**config.mk**
```make
export PLATFORM = sky130hd
export DESIGN_NAME = segment_file_top
export DESIGN_NICKNAME = d
export VERILOG_FILES = /design/src/rtl/seg_file_pkg.sv /design/src/rtl/seg_ctrl.sv /design/src/rtl/seg_datapath.sv /design/src/rtl/segment_file_top.sv
export SDC_FILE = /design/constraint.sdc
export NUM_CORES = 1
export LEC_CHECK = 0
export BUFFER_PORTS_ARGS = -buffer_cell sky130_fd_sc_hd__buf_2
export CAP_MARGIN = 20
export CORE_ASPECT_RATIO = 2
export CORE_MARGIN = 4
export CORE_UTILIZATION = 52
export CTS_CLUSTER_DIAMETER = 200
export DETAILED_ROUTE_END_ITERATION = 16
export GPL_TIMING_DRIVEN = 0
export HOLD_SLACK_MARGIN = 0.15
export PLACE_DENSITY = 0.85
export SLEW_MARGIN = 40
export SYNTH_ARGS = -nofsm -noshare
export SYNTH_HDL_FRONTEND = slang
export SYNTH_HIERARCHICAL = 1
export SYNTH_SLANG_ARGS = --single-unit
```
**constraint.sdc**
```tcl
create_clock -name clk -period 4.1 [get_ports clk]
set_input_delay 0.82 -clock clk [delete_from_list [all_inputs] [get_ports clk]]
set_output_delay 0.82 -clock clk [all_outputs]
set_load 0.05 [all_outputs]
```
**src/rtl/seg_file_pkg.sv**
```systemverilog
package seg_file_pkg;
  localparam int SEG_W   = 16;
  localparam int BUS_W   = 32;
  localparam int OFF_W   = 32;
  localparam int NUM_SEG = 4;
  localparam int SEL_W   = $clog2(NUM_SEG);
  localparam int ADDR_W  = SEG_W + OFF_W;

  // Encoding shared by the write and read selects
  typedef enum logic [SEL_W-1:0] {
    SEG_CODE  = 2'd0,
    SEG_DATA  = 2'd1,
    SEG_STACK = 2'd2,
    SEG_EXTRA = 2'd3
  } segId_e;

  typedef struct packed {
    logic [NUM_SEG-1:0] loadVec;
    logic               driveEn;
    logic [SEL_W-1:0]   pickSel;
  } segStrobe_t;
endpackage

```
**src/rtl/seg_ctrl.sv**
```systemverilog
module seg_ctrl
  import seg_file_pkg::*;
(
  input  logic [SEL_W-1:0] wrSel,
  input  logic             wrStrobe,
  input  logic [SEL_W-1:0] rdSel,
  input  logic             rdEn,
  output segStrobe_t       strobes
);
  logic [NUM_SEG-1:0] loadDec;

  for (genvar g = 0; g < NUM_SEG; g++) begin : gLoadDec
    assign loadDec[g] = wrStrobe && (wrSel == SEL_W'(g));
  end

  always_comb begin
    strobes.loadVec = loadDec;
    strobes.driveEn = rdEn;
    strobes.pickSel = rdSel;
  end
endmodule

```
**src/rtl/seg_datapath.sv**
```systemverilog
module seg_datapath
  import seg_file_pkg::*;
(
  input  logic              clk,
  input  logic              rst,
  input  segStrobe_t        strobes,
  input  logic [SEG_W-1:0]  busLow,
  input  logic [OFF_W-1:0]  offsetIn,
  output logic [SEG_W-1:0]  segOut,
  output logic              segValid,
  output logic [ADDR_W-1:0] logicalAddr
);
  logic [SEG_W-1:0] segReg [NUM_SEG];
  logic [SEG_W-1:0] pickedSeg;

  for (genvar g = 0; g < NUM_SEG; g++) begin : gSegReg
    always_ff @(posedge clk) begin
      if (rst)
        segReg[g] <= '0;
      else if (strobes.loadVec[g])
        segReg[g] <= busLow;
    end
  end

  // Read path sees pre-edge contents, so a same-cycle load is not forwarded
  always_comb begin
    pickedSeg = segReg[strobes.pickSel];
  end

  always_comb begin
    segOut      = strobes.driveEn ? pickedSeg : '0;
    segValid    = strobes.driveEn;
    logicalAddr = {segOut, offsetIn};
  end
endmodule

```
**src/rtl/segment_file_top.sv**
```systemverilog
module segment_file_top
  import seg_file_pkg::*;
(
  input  logic              clk,
  input  logic              rst,
  input  logic [SEL_W-1:0]  wrSel,
  input  logic              wrStrobe,
  input  logic [SEL_W-1:0]  rdSel,
  input  logic              rdEn,
  input  logic [BUS_W-1:0]  busIn,
  input  logic [OFF_W-1:0]  offsetIn,
  output logic [SEG_W-1:0]  segOut,
  output logic              segValid,
  output logic [ADDR_W-1:0] logicalAddr
);
  segStrobe_t strobes;
  logic [SEG_W-1:0] busLow;

  assign busLow = busIn[SEG_W-1:0];

  seg_ctrl ctrl_i (
    .wrSel    (wrSel),
    .wrStrobe (wrStrobe),
    .rdSel    (rdSel),
    .rdEn     (rdEn),
    .strobes  (strobes)
  );

  seg_datapath dp_i (
    .clk         (clk),
    .rst         (rst),
    .strobes     (strobes),
    .busLow      (busLow),
    .offsetIn    (offsetIn),
    .segOut      (segOut),
    .segValid    (segValid),
    .logicalAddr (logicalAddr)
  );
endmodule

```
==> reports/qor.txt <==
======================================================================================
Post-synthesis instance area                                                  3392 µm²
Synthesized-area fraction occupied by ao, oa, aoi and oai cells                0.02951
Pre-Repair DR Iteration Count                                                        4
Share of cell area taken by muxes after synthesis                              0.09443
Flop and latch count out of synthesis                                               64
# IOs                                                                              137
Area of the core                                                              6310 µm²
GRT busiest layer                                                                 met2
Initial core utilization                                                        0.5376
CTS tree                                                                           yes
Critical Path Start Type                                                    input port
CTS resizes                                                                          0
Worst Hold Class                                                          input port to register
Unrepaired setup endpoints after global routing                                     no
Via count of the first global-routing pass                                       2,124
Biggest register                                                           dp_i/segReg
Violation count after the first detailed-route iteration                            45
Total negative slack for setup checks                                             0 ns
Via count                                                                        2,120
Outcome                                                                      completed
Post-CTS repair timing setup buffer count                                            0
Detail Route Antenna Nets                                                            0
Met3 track utilization from global routing                                     0.05495
Deepest clock path buffer count                                                      2
Class of the most critical setup path                                     input port to primary output
Most numerous cell types in the synthesized netlist                       64 x edfxtp_1, 53 x buf_4, 39 x and2_2, 32 x mux2i_1, 25 x and2_1
Fmax                                                                        0.3313 GHz
Fraction of post-synthesis cell area in the top cell type by area               0.5666
Final-layout fill cell count                                                       476
Quantity of I/O buffers inserted on ports                                           85
Remaining global-route overflow                                                      0
Registers with the most flip-flops                                        dp_i/segReg (64)
Maximum number of pins on one net before global-route repair                        17
Hold Fails Final Rpt                                                                 0
Final period utilization                                                        0.7363
Final Wtd Congestion                                                            0.8193
Number of enable-type register cells in the synthesized netlist                     64
Average size of a mapped cell                                                13.41 µm²
Met1 track utilization from global routing                                      0.1561
Row cnt                                                                             41
Count of unresolved DRC violations after routing                                     0
Synthesized-area fraction occupied by adder cells                                    0
Clock slew at reported path FFs                                                0.05 ns
Maximum fanout count along the critical path                                        10
Number of hold buffers added after CTS                                               0
Number of flip-flops under the largest register name                                64
Number of distinct standard cells referenced by the synthesized netlist             17
Largest area contributor in the netlist                                       edfxtp_1
Worst hold margin                                                            0.8174 ns
# nets final                                                                       421
Fraction of registers with async set or reset after synthesis                        0
Via-per-instance ratio                                                           4.851
Synth Net Count                                                                    325
Die W                                                                         65.11 µm
Initial antenna violation count                                                      0
Critical path capture point type                                          primary output
Main area contributors after synthesis                                    edfxtp_1 57%, buf_4 12%, mux2i_1 9.4%
P_leak                                                                     0.001917 µW
Placed wire-length estimate after detailed placement                          4.952 mm
H-Tree Depth                                                                         3
Multi-input combinational cell area                                          977.2 µm²
Routed length per placed instance                                             15.30 µm
Post-synthesis simple-gate area fraction                                        0.1641
Sinks on the clock net                                                              64
Gr usage total                                                                  0.1728
Die outline area                                                              7958 µm²
Fraction of layout cells with a size suffix above 1                             0.5869
Number of buffers added by the clock tree synthesis step                             9
Minimum clock period after layout                                             3.019 ns
Xor/xnor share of the synthesized area                                               0
# Max-Cap Violations                                                                 0
Die Ht                                                                        122.2 µm
Syn-to-layout area delta                                                        23.57%
Number of diodes                                                                     0
Routed wire length                                                            6.688 mm
Main combinational cell family by area after synthesis                    simple AND/OR/NAND/NOR gates
Post-synthesis instance total                                                      253
Max Transition Viols Final                                                           0
Max_slew headroom                                                               0.6482
Most used standard cell by instance count after synthesis                     edfxtp_1
Final setup violation count                                                          0
Part of the Yosys area used for sequential elements                             0.5666
Areal power density over the cells                                        434.7 nW/µm²
Data required time at the worst endpoint                                       3.28 ns
Worst-margin pin slew                                                        0.5276 ns
Synth warn                                                                           6
Flip-flop and latch area                                                      1922 µm²
Post-synth top flop                                                           edfxtp_1
Global-route wire length before repair                                        9.922 mm
GRT met2 Usage                                                                  0.3182
Highest ir drop seen on vdd                                                0.0003544 V
Root cell of the clock tree                                                  clkbuf_16
Arrival time at the worst endpoint                                             2.20 ns
======================================================================================
[kinds of logic (layout without fill, tap and decap cells)]
family / Yosys count / after routing
and+or+nand+nor: 78 / 78
AOI/OAI and AO/OA: 16 / 16
DFF: 64 / 64
buffers and inverters: 63 / 161
muxes: 32 / 32
[layer usage]
layer	share of wire	vias up
met4	0.031	0
met1	0.34	978
met5	0	-
met3	0.084	14
met2	0.55	102
li1	-	1026
[power breakdown]
part	internal [µW]	total [µW]	leakage, µW	switching (µW)
combinational	113	358	0.00116	245
sequential	772	784	0.000630	11.8
clock	456	681	0.000129	225
total	1340	1820	0.00192	481
[cell usage in the layout, fill, tap and decap left out, drive strengths merged, types with 2 or more instances in the layout]
cell type / netlist / routed
buf: 59 / 144
edfxtp: 64 / 64
and2: 64 / 64
mux2i: 32 / 32
o22ai: 16 / 16
clkbuf: 4 / 15
or2: 4 / 4
nor2b: 4 / 4
and3b: 2 / 2
[final cells by class]
cell class | instances | share of cell area
multi-input cells | 126 | 0.2331
well taps | 86 | 0.02567
flip-flops and latches | 64 | 0.4585
plain buffers | 63 | 0.1176
clock buffers | 11 | 0.05552
clock inverters | 2 | 0.008060
repair buffers | 85 | 0.1015
[final timing paths]
check / to / cells after the start / from / slack (ns)
worst max-delay path: segOut[5] / 6 / rdEn / 1.08
worst min-delay path: dp_i/segReg[3][13]$_SDFFCE_PN0P_ / 2 / busIn[13] / 0.82
[critical path, cell delays in order]
cell and delay [ns]:
buf_4 0.12, nand2_1 0.21, clkbuf_1 0.46, o22ai_1 0.20, buf_4 0.18, buf_2 0.20
[per-stage QoR]
| stage | total power [µW] | instances | area (µm²) | setup slack (ns) | util |
|---|---|---|---|---|---|
| final | 1822 | 437 | 4192 | 1.081 | 0.6643 |
| after global routing | 1884 | 437 | 4192 | 0.9489 | 0.6643 |
| after CTS | 1836 | 437 | 4192 | 1.057 | 0.6643 |
| after detailed placement | 1157 | 424 | 3925 | 1.056 | 0.6221 |
| after global placement | 1149 | 424 | 3925 | 1.083 | 0.6221 |
| after floorplan | 1075 | 253 | 3392 | 0.7574 | - |
Note: power is estimated with default switching activity, not from simulation.
